===== src/rtl/cmpf_pkg.sv =====
package cmpf_pkg;
  localparam int DW = 32;
  localparam int HW = DW / 2;
  localparam int BW = DW / 4;
  localparam int TAG_W = 3;
  localparam int SZ_W = 2;

  typedef enum logic [TAG_W-1:0] {
    T_SWORD = 3'd0,
    T_UWORD = 3'd1,
    T_SHALF = 3'd2,
    T_UHALF = 3'd3,
    T_UBYTE = 3'd4,
    T_SBYTE = 3'd5,
    T_RSV6  = 3'd6,
    T_RSV7  = 3'd7
  } optag_e;

  typedef enum logic [SZ_W-1:0] {
    SZ_BYTE = 2'd0,
    SZ_HALF = 2'd1,
    SZ_WORD = 2'd2,
    SZ_WIDE = 2'd3
  } opsize_e;

  typedef struct packed {
    logic z;
    logic n;
    logic c;
    logic v;
  } flags_t;

  function automatic logic tag_is_rsv(optag_e t);
    return (t == T_RSV6) || (t == T_RSV7);
  endfunction

  function automatic optag_e size_default(opsize_e s);
    case (s)
      SZ_BYTE: return T_UBYTE;
      SZ_HALF: return T_SHALF;
      default: return T_SWORD;
    endcase
  endfunction

  function automatic logic [DW-1:0] extend_op(logic [DW-1:0] v, optag_e t);
    case (t)
      T_SHALF: return {{(DW-HW){v[HW-1]}}, v[HW-1:0]};
      T_UHALF: return {{(DW-HW){1'b0}}, v[HW-1:0]};
      T_SBYTE: return {{(DW-BW){v[BW-1]}}, v[BW-1:0]};
      T_UBYTE: return {{(DW-BW){1'b0}}, v[BW-1:0]};
      default: return v;
    endcase
  endfunction

  function automatic logic signed_less(logic [DW-1:0] b, logic [DW-1:0] a, optag_e t);
    case (t)
      T_SHALF, T_UHALF: return $signed(b[HW-1:0]) < $signed(a[HW-1:0]);
      T_SBYTE, T_UBYTE: return $signed(b[BW-1:0]) < $signed(a[BW-1:0]);
      default:          return $signed(b) < $signed(a);
    endcase
  endfunction
endpackage


===== src/rtl/cmpf_tag_resolve.sv =====
module cmpf_tag_resolve
  import cmpf_pkg::*;
(
  input  logic [TAG_W-1:0] tag_i,
  input  logic [SZ_W-1:0]  size_i,
  output optag_e           eff_tag_o,
  output logic             rsv_o
);
  optag_e  raw_tag;
  opsize_e size_e;

  always_comb begin
    raw_tag   = optag_e'(tag_i);
    size_e    = opsize_e'(size_i);
    rsv_o     = tag_is_rsv(raw_tag);
    eff_tag_o = rsv_o ? size_default(size_e) : raw_tag;
  end

  always_comb begin

    eff_defined_chk: assert (!tag_is_rsv(eff_tag_o))
      else $error("effective tag still reserved");
  end
endmodule


===== src/rtl/cmpf_extend.sv =====
module cmpf_extend
  import cmpf_pkg::*;
(
  input  logic [DW-1:0] val_i,
  input  optag_e        tag_i,
  output logic [DW-1:0] ext_o
);
  always_comb ext_o = extend_op(val_i, tag_i);

  always_comb begin

    zext_upper_chk: assert (!((tag_i == T_UBYTE && ext_o[DW-1:BW] != '0) ||
                              (tag_i == T_UHALF && ext_o[DW-1:HW] != '0)))
      else $error("unsigned operand has upper bits set");

    low_keep_chk: assert (ext_o[BW-1:0] == val_i[BW-1:0])
      else $error("low byte altered by extension");
  end
endmodule


===== src/rtl/cmpf_flag_calc.sv =====
module cmpf_flag_calc
  import cmpf_pkg::*;
(
  input  logic [DW-1:0] ext1_i,
  input  logic [DW-1:0] ext2_i,
  input  optag_e        tag2_i,
  output flags_t        flags_o
);
  logic eq_full;
  logic lt_unsigned;
  logic lt_signed_w;

  always_comb begin
    eq_full     = (ext2_i == ext1_i);
    lt_unsigned = (ext2_i < ext1_i);
    lt_signed_w = signed_less(ext2_i, ext1_i, tag2_i);
    flags_o.z   = eq_full;
    flags_o.n   = lt_signed_w;
    flags_o.c   = lt_unsigned;
    flags_o.v   = 1'b0;
  end

  always_comb begin

    z_c_excl_chk: assert (!(eq_full && lt_unsigned))
      else $error("zero and carry both set");

    z_n_excl_chk: assert (!(eq_full && lt_signed_w))
      else $error("zero and negative both set");
  end
endmodule


===== src/rtl/cmp_flag_unit.sv =====
module cmp_flag_unit
  import cmpf_pkg::*;
(
  input  logic             clk,
  input  logic             rst,
  input  logic             valid_i,
  input  logic [SZ_W-1:0]  op_size_i,
  input  logic [DW-1:0]    opnd1_i,
  input  logic [TAG_W-1:0] tag1_i,
  input  logic [DW-1:0]    opnd2_i,
  input  logic [TAG_W-1:0] tag2_i,
  output logic             flag_z_o,
  output logic             flag_n_o,
  output logic             flag_c_o,
  output logic             flag_v_o,
  output logic             tag_err_o
);
  localparam int NOPND = 2;

  logic [NOPND-1:0][DW-1:0]    raw_val;
  logic [NOPND-1:0][TAG_W-1:0] raw_tag;
  optag_e                      eff_tag [NOPND];
  logic [NOPND-1:0]            tag_rsv;
  logic [NOPND-1:0][DW-1:0]    ext_val;
  flags_t                      next_flags;
  flags_t                      flags_q;
  logic                        err_q;
  logic                        any_rsv;

  assign raw_val = {opnd2_i, opnd1_i};
  assign raw_tag = {tag2_i, tag1_i};

  for (genvar g = 0; g < NOPND; g++) begin : g_opnd
    cmpf_tag_resolve u_res (
      .tag_i    (raw_tag[g]),
      .size_i   (op_size_i),
      .eff_tag_o(eff_tag[g]),
      .rsv_o    (tag_rsv[g])
    );
    cmpf_extend u_ext (
      .val_i(raw_val[g]),
      .tag_i(eff_tag[g]),
      .ext_o(ext_val[g])
    );
  end

  cmpf_flag_calc u_calc (
    .ext1_i (ext_val[0]),
    .ext2_i (ext_val[1]),
    .tag2_i (eff_tag[1]),
    .flags_o(next_flags)
  );

  assign any_rsv = |tag_rsv;

  always_ff @(posedge clk) begin
    if (rst) begin
      flags_q <= '0;
      err_q   <= 1'b0;
    end else begin
      err_q <= valid_i && any_rsv;
      if (valid_i) flags_q <= next_flags;
    end
  end

  assign flag_z_o  = flags_q.z;
  assign flag_n_o  = flags_q.n;
  assign flag_c_o  = flags_q.c;
  assign flag_v_o  = flags_q.v;
  assign tag_err_o = err_q;


  reset_clear_chk: assert property (@(posedge clk)
    rst |=> (flags_q == '0 && !tag_err_o));


  hold_chk: assert property (@(posedge clk) disable iff (rst)
    !valid_i |=> $stable(flags_q));


  err_raise_chk: assert property (@(posedge clk) disable iff (rst)
    (valid_i && (tag1_i[2:1] == 2'b11 || tag2_i[2:1] == 2'b11)) |=> tag_err_o);


  err_quiet_chk: assert property (@(posedge clk) disable iff (rst)
    !valid_i |=> !tag_err_o);
endmodule


===== config.mk =====
export PLATFORM = sky130hd
export DESIGN_NAME = cmp_flag_unit
export DESIGN_NICKNAME = d
export VERILOG_FILES = /design/src/rtl/cmpf_pkg.sv /design/src/rtl/cmpf_tag_resolve.sv /design/src/rtl/cmpf_extend.sv /design/src/rtl/cmpf_flag_calc.sv /design/src/rtl/cmp_flag_unit.sv
export SDC_FILE = /design/constraint.sdc
export NUM_CORES = 1
export LEC_CHECK = 0
export ABC_AREA = 1
export BUFFER_PORTS_ARGS = -buffer_cell sky130_fd_sc_hd__clkbuf_2
export CAP_MARGIN = 20
export CORE_MARGIN = 1
export CORE_UTILIZATION = 27
export CTS_BUF_LIST = sky130_fd_sc_hd__clkbuf_4
export DETAILED_ROUTE_END_ITERATION = 10
export GPL_TIMING_DRIVEN = 1
export REMOVE_ABC_BUFFERS = 1
export SETUP_SLACK_MARGIN = 0.02
export SLEW_MARGIN = 20
export SYNTH_ARGS = -nofsm -noshare
export SYNTH_HDL_FRONTEND = slang
export SYNTH_SLANG_ARGS = --single-unit

===== constraint.sdc =====
create_clock -name clk -period 4.8 [get_ports clk]
set_input_delay 1.2 -clock clk [delete_from_list [all_inputs] [get_ports clk]]
set_output_delay 1.2 -clock clk [all_outputs]
set_load 0.005 [all_outputs]

==> impl_metrics.prom, run 1 <==
# TYPE chip_impl_metric gauge
chip_impl_info{name="cp_cell_sequence",value="clkbuf_2 > nor2_2 > o21ai_4 > nand2_4 > nand3_4 > o21ai_0 > inv_1 > ha_1 > nand2_1 > nor2_1 > nand2_1 > nor2_1 > nand2_1 > nand2_1 > nand2_1 > nand3_1 > a21oi_2"} 1
chip_impl_metric{name="synth_largest_type_area_fraction",unit=""} 0.251
chip_impl_metric{name="final.setup_skew",unit="ns"} 0
chip_impl_metric{name="start_util",unit=""} 0.285
chip_impl_info{name="critPathLaunchType",value="input port"} 1
chip_impl_info{name="hp-start",value="flag_z_o$_SDFFE_PP0P_"} 1
chip_impl_metric{name="cap_violations",unit=""} 0
chip_impl_metric{name="synthesis.area_per_instance",unit="um2"} 6.12
chip_impl_metric{name="core_area",unit="um2"} 5610
chip_impl_metric{name="clk_latency",unit="ns"} 0.23
chip_impl_metric{name="drt_pre_antenna_iters",unit=""} 4
chip_impl_metric{name="placementRows",unit=""} 27
chip_impl_metric{name="critical_path_peak_fanout",unit=""} 18
chip_impl_metric{name="wl_met2",unit="mm"} 1.96
chip_impl_metric{name="port_buffers",unit=""} 78
chip_impl_metric{name="worst_ir_drop_vdd",unit="mV"} 0.0520
chip_impl_metric{name="timing_hold_violations_final",unit=""} 0
chip_impl_metric{name="dp.cells",unit=""} 406
chip_impl_metric{name="levels_on_crit_path",unit=""} 17
chip_impl_metric{name="cts.hold.buffers_added",unit=""} 0
chip_impl_metric{name="route.layer.met1.wl",unit="mm"} 1.96
chip_impl_metric{name="number_of_cells_in_the_finished_layout_apart_from_fillers",unit=""} 409
chip_impl_info{name="critical-path-slowest-cell",value="sky130_fd_sc_hd__ha_1"} 1
chip_impl_info{name="postSynth.topFlopCell",value="sky130_fd_sc_hd__dfxtp_1"} 1
chip_impl_metric{name="fin_crit",unit="ns"} 3.44
chip_impl_metric{name="path_buf_inv",unit=""} 2
chip_impl_metric{name="chipWidth",unit="um"} 78.9
chip_impl_metric{name="netlist_area",unit="um2"} 1600
chip_impl_info{name="worst_hold_path_type",value="reg -> reg"} 1
chip_impl_metric{name="cts_setup_buffers",unit=""} 0
chip_impl_metric{name="grt_pass1_wl",unit="mm"} 6.79
chip_impl_info{name="worstSetupPathType",value="in -> reg"} 1
chip_impl_metric{name="via_count",unit=""} 1849
chip_impl_metric{name="timing_max_transition_violations_final",unit=""} 0
chip_impl_metric{name="number_of_antenna_violations_at_the_first_check_in_global_routing",unit=""} 0
chip_impl_metric{name="routed_wire_length_per_instance",unit="um"} 10.1
chip_impl_metric{name="max_stage_delay",unit="ns"} 0.32
chip_impl_metric{name="postLayoutSetupSlackWorst",unit="ns"} 1.36
chip_impl_metric{name="setup-violations-final",unit=""} 0
chip_impl_metric{name="clk_transition_reported_paths",unit="ns"} 0.04
chip_impl_info{name="worstHoldEndpoint",value="flag_z_o$_SDFFE_PP0P_"} 1
chip_impl_info{name="critical-path-top-cell-by-count",value="sky130_fd_sc_hd__nand2_1"} 1
chip_impl_info{name="ys_top_cells_by_count",value="sky130_fd_sc_hd__nand2_1 (77), sky130_fd_sc_hd__inv_1 (48), sky130_fd_sc_hd__ha_1 (32), sky130_fd_sc_hd__o21ai_0 (27), sky130_fd_sc_hd__a21oi_1 (18)"} 1
chip_impl_info{name="outcome",value="completed"} 1
chip_impl_metric{name="top_level_ports",unit=""} 80
chip_impl_info{name="timing.rr.start",value="flag_n_o$_SDFFE_PP0P_"} 1
chip_impl_metric{name="clock.fmax",unit="MHz"} 291
chip_impl_metric{name="crit_required",unit="ns"} 4.91
chip_impl_metric{name="fin_setup_tns",unit="ns"} 0
chip_impl_metric{name="power_leakage",unit="nW"} 1.30
chip_impl_metric{name="rr_worst_depth",unit=""} 2
chip_impl_metric{name="worst_hold_path.num_cells",unit=""} 2
chip_impl_metric{name="dieArea",unit="um2"} 6220
chip_impl_metric{name="route.final.wire_length",unit="mm"} 4.12
chip_impl_metric{name="met3_wl",unit="um"} 164
chip_impl_metric{name="clock_buffer_count_from_cts",unit=""} 3
chip_impl_metric{name="place_ws",unit="ns"} 1.10
chip_impl_metric{name="yosys_warnings",unit=""} 0
chip_impl_metric{name="number_of_flops_mapped_to_enable_cells_by_yosys",unit=""} 0
chip_impl_metric{name="syn2layout_area_growth",unit="%"} 28.5
chip_impl_metric{name="r2r_setup_slack",unit="ns"} 4.15
chip_impl_info{name="critical_path.top_delay_family",value="simple AND/OR/NAND/NOR gates"} 1
chip_impl_metric{name="clock_sink_count",unit=""} 4
chip_impl_metric{name="ys_seq_elements",unit=""} 4
chip_impl_metric{name="grt_start_max_net_pins",unit=""} 19
chip_impl_metric{name="final_critical_path_share_of_the_clock_period",unit=""} 0.717
chip_impl_metric{name="detail_route.iter0.violations",unit=""} 60
chip_impl_info{name="synth.area.top_cells",value="sky130_fd_sc_hd__ha_1 (25%), sky130_fd_sc_hd__nand2_1 (18%), sky130_fd_sc_hd__inv_1 (11%)"} 1
chip_impl_metric{name="grt.total_usage",unit=""} 0.134
chip_impl_metric{name="synthArstFlopShare",unit=""} 0
chip_impl_metric{name="cts_max_level",unit=""} 1
chip_impl_metric{name="hold_slack",unit="ns"} 0.466
chip_impl_info{name="grt_setup_unrepaired",value="false"} 1
chip_impl_metric{name="netlist_instances",unit=""} 261
chip_impl_metric{name="postRouteAntennaNets",unit=""} 0
chip_impl_metric{name="ys_types",unit=""} 31
chip_impl_metric{name="cp_data_arrival_time",unit="ns"} 3.55
chip_impl_info{name="type_of_element_capturing_the_critical_path",value="flop"} 1
chip_impl_metric{name="vias_in_the_first_global_route",unit=""} 1699
chip_impl_metric{name="remaining_drc_errors",unit=""} 0
chip_impl_metric{name="routed_via_density",unit=""} 4.52
chip_impl_metric{name="cts_repair_resize_count",unit=""} 0
chip_impl_info{name="yosys.cell_count.top_type",value="sky130_fd_sc_hd__nand2_1"} 1
chip_impl_info{name="cts_root_buf",value="sky130_fd_sc_hd__clkbuf_4"} 1
chip_impl_info{name="cts_tree",value="yes"} 1
chip_impl_metric{name="dp_hpwl",unit="mm"} 3.64
chip_impl_info{name="regToRegEndpoint",value="flag_n_o$_SDFFE_PP0P_"} 1
chip_impl_metric{name="gr-total-overflow",unit=""} 0
chip_impl_metric{name="routabilityCongestion",unit=""} 0.833
chip_impl_metric{name="power_density",unit="nW/um2"} 148
chip_impl_metric{name="fraction_of_layout_instances_using_a_drive_strength_above_1",unit=""} 0.315
chip_impl_info{name="synth_area_leader_cell",value="sky130_fd_sc_hd__ha_1"} 1
chip_impl_metric{name="cts-root-to-sink-buffers",unit=""} 2
chip_impl_metric{name="diodes",unit=""} 0
chip_impl_metric{name="synth_seq_area_share",unit=""} 0.0502
chip_impl_info{name="top_layer",value="met4"} 1
chip_impl_metric{name="layout.nets",unit=""} 446
chip_impl_metric{name="die_h",unit="um"} 78.9
## through the flow
step	total power [mW]	cell area, um2	utilization
floorplan	0.193	1550	-
global placement	0.262	2030	0.362
detailed placement	0.266	2030	0.362
CTS	0.310	2050	0.366
global route	0.347	2050	0.366
finish	0.304	2050	0.366
## routing by layer
layer / vias to the layer above / global-route usage
met5: - / 0
met3: 4 / 0.0115
met1: 797 / 0.158
met4: 0 / 0.0436
met2: 48 / 0.252
li1: 1000 / -
## report_power, final
| group | internal (mW) | switching, mW | total (mW) |
|---|---|---|---|
| registers | 0.0358 | 0.000956 | 0.0368 |
| clock network | 0.0279 | 0.0126 | 0.0405 |
| logic | 0.0976 | 0.129 | 0.227 |
| total | 0.161 | 0.143 | 0.304 |
## how the worst max path moves through the flow
stage / startpoint / to / slack, ns
6_report: op_size_i[0] / flag_n_o$_SDFFE_PP0P_ / 1.36
5_1_grt: op_size_i[0] / flag_n_o$_SDFFE_PP0P_ / 1.07
4_1_cts: op_size_i[0] / flag_n_o$_SDFFE_PP0P_ / 1.34
3_5_place_dp: op_size_i[0] / flag_n_o$_SDFFE_PP0P_ / 1.10
3_3_place_gp: op_size_i[0] / flag_n_o$_SDFFE_PP0P_ / 1.24
2_1_floorplan: op_size_i[0] / flag_n_o$_SDFFE_PP0P_ / 1.57
## area by class of cell
type / count / area (um2)
inverter: 49 / 184
clock buffer: 3 / 22.5
tap: 72 / 90.1
sequential: 4 / 80.1
timing repair buffer: 78 / 390
multi-input combinational: 203 / 1280
fill: 637 / 3560
## layout by cell type, fill, tap and decap left out, drive strengths merged
| cell | Yosys | routed |
|---|---|---|
| inv | 49 | 49 |
| nor2 | 12 | 12 |
| o21a | 2 | 2 |
| conb | 1 | 1 |
| nor3 | 1 | 1 |
| o21ai | 39 | 39 |
| nand3b | 1 | 1 |
| dfxtp | 4 | 4 |
| nand4 | 5 | 5 |
| nand2 | 81 | 81 |
| o2111ai | 1 | 1 |
| a211oi | 1 | 1 |
| ha | 32 | 32 |
| a21o | 1 | 1 |
| nand3 | 7 | 7 |
| clkbuf | 1 | 81 |
| a21oi | 19 | 19 |
## cell families (layout without fill, tap and decap cells)
kind of cell / after synthesis / after routing / share of synthesized area
AO/OA/AOI/OAI: 63 / 63 / 0.246
adder cells (fa/ha/maj): 32 / 32 / 0.251
buffers and inverters: 54 / 130 / 0.145
flip-flops: 4 / 4 / 0.0502
other: 1 / 1 / 0.00235
AND/OR/NAND/NOR: 107 / 107 / 0.306
## state kept, by name, summed over array words and instances (netlist names)
signal and count:
tag_err_o 1, flag_c_o 1, flag_n_o 1, flag_z_o 1
## tightest hold or removal path: cells and delay by family (launching register included)
kind             cells  cell delay (ns)
flip-flops           1             0.30
AO/OA/AOI/OAI        1             0.06
AND/OR/NAND/NOR      1             0.06
Power figures use the tool's default switching activity.
==> inputs of run 2 (changes only) <==
--- a/config.mk
+++ b/config.mk
@@ -5,7 +5,7 @@
 export SDC_FILE = /design/constraint.sdc
 export NUM_CORES = 1
 export LEC_CHECK = 0
-export ABC_AREA = 1
+export ABC_AREA = 0
 export BUFFER_PORTS_ARGS = -buffer_cell sky130_fd_sc_hd__clkbuf_2
 export CAP_MARGIN = 20
 export CORE_MARGIN = 1
==> constraint.sdc (replaced) <==
create_clock -name clk -period 2.9 [get_ports clk]
set_input_delay 0.725 -clock clk [delete_from_list [all_inputs] [get_ports clk]]
set_output_delay 0.725 -clock clk [all_outputs]
set_load 0.005 [all_outputs]
==> impl_metrics.prom, run 2 <==
# TYPE chip_impl_metric gauge
chip_impl_metric{name="port_buffers",unit=""} 78
chip_impl_info{name="violated_checks",value="negative setup slack"} 1
chip_impl_metric{name="postRouteAntennaNets",unit=""} 0
chip_impl_metric{name="dp_hpwl",unit="mm"} 3.46
chip_impl_metric{name="syn2layout_area_growth",unit="%"} 73.3
chip_impl_metric{name="path_buf_inv",unit=""} 4
chip_impl_metric{name="ys_types",unit=""} 39
chip_impl_metric{name="fin_crit",unit="ns"} 3.07
chip_impl_info{name="type_of_element_capturing_the_critical_path",value="flop"} 1
chip_impl_metric{name="timing_max_transition_violations_final",unit=""} 0
chip_impl_metric{name="rr_worst_depth",unit=""} 4
chip_impl_metric{name="synthesis.area_per_instance",unit="um2"} 7.46
chip_impl_metric{name="synthArstFlopShare",unit=""} 0
chip_impl_metric{name="routed_via_density",unit=""} 4.97
chip_impl_metric{name="met3_wl",unit="um"} 336
chip_impl_info{name="cts_root_buf",value="sky130_fd_sc_hd__clkbuf_4"} 1
chip_impl_metric{name="clk_latency",unit="ns"} 0.23
chip_impl_info{name="timing.rr.start",value="flag_n_o$_SDFFE_PP0P_"} 1
chip_impl_metric{name="hold_slack",unit="ns"} 0.475
chip_impl_metric{name="synth_largest_type_area_fraction",unit=""} 0.278
chip_impl_info{name="layout.cells.most_common",value="sky130_fd_sc_hd__clkbuf_2"} 1
chip_impl_info{name="top_layer",value="met4"} 1
chip_impl_metric{name="via_count",unit=""} 1875
chip_impl_info{name="worstSetupPathType",value="in -> reg"} 1
chip_impl_metric{name="final_util",unit=""} 0.489
chip_impl_metric{name="grt_start_max_net_pins",unit=""} 17
chip_impl_metric{name="route.final.wire_length",unit="mm"} 4.75
chip_impl_info{name="regToRegEndpoint",value="flag_n_o$_SDFFE_PP0P_"} 1
chip_impl_info{name="hp-start",value="flag_z_o$_SDFFE_PP0P_"} 1
chip_impl_metric{name="diodes",unit=""} 0
chip_impl_metric{name="worst_hold_path.num_cells",unit=""} 2
chip_impl_metric{name="grt.total_usage",unit=""} 0.167
chip_impl_metric{name="dieArea",unit="um2"} 5630
chip_impl_metric{name="synth_seq_area_share",unit=""} 0.0556
chip_impl_metric{name="postLayoutSetupSlackWorst",unit="ns"} -0.175
chip_impl_metric{name="worst_ir_drop_vdd",unit="mV"} 0.109
chip_impl_metric{name="critical_path_peak_fanout",unit=""} 5
chip_impl_metric{name="final_critical_path_share_of_the_clock_period",unit=""} 1.06
chip_impl_metric{name="fraction_of_layout_instances_using_a_drive_strength_above_1",unit=""} 0.528
chip_impl_metric{name="cts-root-to-sink-buffers",unit=""} 2
chip_impl_metric{name="netlist_instances",unit=""} 193
chip_impl_info{name="ys_top_cells_by_count",value="sky130_fd_sc_hd__ha_1 (32), sky130_fd_sc_hd__o21ai_0 (24), sky130_fd_sc_hd__a21oi_1 (22), sky130_fd_sc_hd__o21a_1 (17), sky130_fd_sc_hd__nand2_1 (16)"} 1
chip_impl_info{name="critPathLaunchType",value="input port"} 1
chip_impl_info{name="synth_area_leader_cell",value="sky130_fd_sc_hd__ha_1"} 1
chip_impl_metric{name="dp.cells",unit=""} 364
chip_impl_info{name="cts_tree",value="yes"} 1
chip_impl_metric{name="routed_wire_length_per_instance",unit="um"} 12.6
chip_impl_metric{name="number_of_flops_mapped_to_enable_cells_by_yosys",unit=""} 0
chip_impl_metric{name="layout.nets",unit=""} 416
chip_impl_metric{name="timing_hold_violations_final",unit=""} 0
chip_impl_metric{name="die_h",unit="um"} 75.0
chip_impl_info{name="postSynth.topFlopCell",value="sky130_fd_sc_hd__dfxtp_1"} 1
chip_impl_metric{name="gr-total-overflow",unit=""} 0
chip_impl_metric{name="setup-violations-final",unit=""} 3
chip_impl_metric{name="detailed_place.area",unit="um2"} 2130
chip_impl_metric{name="route.layer.met1.wl",unit="mm"} 2.18
chip_impl_info{name="cp_cell_sequence",value="buf_8 > o21ai_4 > a21oi_2 > buf_4 > a211o_4 > buf_4 > buf_6 > o21a_1 > ha_4 > a21o_1 > nand3_1 > a21oi_2 > a2111oi_4 > mux2i_1 > o21ai_2"} 1
chip_impl_metric{name="cap_violations",unit=""} 0
chip_impl_metric{name="wl_met2",unit="mm"} 2.20
chip_impl_metric{name="top_level_ports",unit=""} 80
chip_impl_metric{name="cp_data_arrival_time",unit="ns"} 3.19
chip_impl_metric{name="crit_required",unit="ns"} 3.02
chip_impl_info{name="critical-path-slowest-cell",value="sky130_fd_sc_hd__a211o_4"} 1
chip_impl_metric{name="placementRows",unit=""} 26
chip_impl_metric{name="max_stage_delay",unit="ns"} 0.33
chip_impl_metric{name="netlist_area",unit="um2"} 1440
chip_impl_metric{name="vias_in_the_first_global_route",unit=""} 1790
chip_impl_metric{name="final.setup_skew",unit="ns"} 0
chip_impl_info{name="layout_common_cells",value="sky130_fd_sc_hd__clkbuf_2 (74), sky130_fd_sc_hd__buf_4 (32), sky130_fd_sc_hd__ha_1 (24)"} 1
chip_impl_info{name="critical_path.top_delay_family",value="compound AO/OA/AOI/OAI gates"} 1
chip_impl_metric{name="design_area",unit="um2"} 2500
chip_impl_metric{name="yosys_warnings",unit=""} 0
chip_impl_info{name="outcome",value="finished, violations left"} 1
chip_impl_metric{name="core_area",unit="um2"} 5110
chip_impl_metric{name="grt_pass1_wl",unit="mm"} 7.37
chip_impl_metric{name="cts_max_level",unit=""} 1
chip_impl_metric{name="r2r_setup_slack",unit="ns"} 1.93
chip_impl_metric{name="clock_buffer_count_from_cts",unit=""} 3
chip_impl_info{name="critical_path.startpoint",value="tag2_i[2]"} 1
chip_impl_info{name="synth.area.top_cells",value="sky130_fd_sc_hd__ha_1 (28%), sky130_fd_sc_hd__o21a_1 (8.9%), sky130_fd_sc_hd__o21ai_0 (8.3%)"} 1
chip_impl_metric{name="detail_route.iter0.violations",unit=""} 52
chip_impl_metric{name="clk_transition_reported_paths",unit="ns"} 0.04
chip_impl_info{name="worstHoldEndpoint",value="flag_z_o$_SDFFE_PP0P_"} 1
chip_impl_info{name="grt_setup_unrepaired",value="true"} 1
chip_impl_metric{name="routabilityCongestion",unit=""} 0.782
chip_impl_info{name="worst_hold_path_type",value="reg -> reg"} 1
chip_impl_metric{name="remaining_drc_errors",unit=""} 0
chip_impl_metric{name="number_of_antenna_violations_at_the_first_check_in_global_routing",unit=""} 0
chip_impl_metric{name="clock_sink_count",unit=""} 4
chip_impl_metric{name="start_util",unit=""} 0.282
chip_impl_metric{name="power_leakage",unit="nW"} 1.28
chip_impl_metric{name="drt_pre_antenna_iters",unit=""} 4
chip_impl_metric{name="chipWidth",unit="um"} 75.0
chip_impl_info{name="yosys.cell_count.top_type",value="sky130_fd_sc_hd__ha_1"} 1
chip_impl_metric{name="ys_seq_elements",unit=""} 4
chip_impl_metric{name="clock.fmax",unit="MHz"} 325
chip_impl_metric{name="power_density",unit="nW/um2"} 263
chip_impl_metric{name="number_of_cells_in_the_finished_layout_apart_from_fillers",unit=""} 377
## run 2: cell families (layout without fill, tap and decap cells)
kind of cell	Yosys count	after routing	share of synthesized area
buf+inv	20	132	0.0556
simple gates	44	45	0.169
fa+ha+maj	32	32	0.278
compound gates	87	88	0.406
other cells	1	1	0.00260
flops	4	4	0.0556
xor+xnor	2	2	0.0122
mux	3	3	0.0217
## run 2: how the worst max path moves through the flow
| stage | end | slack, ns | cells after the start |
|---|---|---|---|
| after floorplan | flag_n_o$_SDFFE_PP0P_ | -0.37 | 13 |
| after global placement | flag_n_o$_SDFFE_PP0P_ | -0.66 | 14 |
| after detailed placement | flag_n_o$_SDFFE_PP0P_ | -0.71 | 14 |
| after CTS | flag_n_o$_SDFFE_PP0P_ | -0.13 | 13 |
| after global routing | flag_n_o$_SDFFE_PP0P_ | -0.31 | 15 |
| final | flag_n_o$_SDFFE_PP0P_ | -0.17 | 15 |
## run 2: through the flow
| stage | TNS (ns) | total power, mW | setup slack [ns] |
|---|---|---|---|
| 3_3_place_gp | -1.57 | 0.473 | -0.655 |
| 6_report | -0.351 | 0.657 | -0.175 |
| 4_1_cts | -0.190 | 0.617 | -0.135 |
| 2_1_floorplan | -0.576 | 0.301 | -0.372 |
| 3_5_place_dp | -1.68 | 0.477 | -0.706 |
| 5_1_grt | -0.680 | 0.722 | -0.313 |
## run 2: worst register-to-register path: cells and delay by family, from the launching register on
kind,cells,cell delay (ns)
flops,1,0.30
simple gates,1,0.07
compound gates,2,0.31
mux,1,0.17
## run 2: power by group
part	switching [mW]	leakage, nW	internal, mW
combinational	0.243	1.24	0.280
sequential	0.00227	0.0329	0.0604
clock	0.0245	0.0138	0.0464
total	0.270	1.28	0.387
## run 2: layout make-up
class / count / area, um2
multi-input cells: 171 / 1520
fillers: 521 / 2610
clock buffers: 3 / 22.5
well taps: 70 / 87.6
inverters: 12 / 47.5
repair buffers: 117 / 741
flip-flops and latches: 4 / 80.1
## run 2: what timing repair did
action	CTS	global route
resized for setup	38	22
setup buffers	9	1
cloned	2	0
setup endpoints to repair	3	3
hold buffers	0	0
pin swaps	25	12
## run 2: metal layers
metal  GRT usage  vias up
li1            -      964
met1       0.218      832
met2       0.288       75
met3      0.0295        4
met4      0.0314        0
met5           0        -
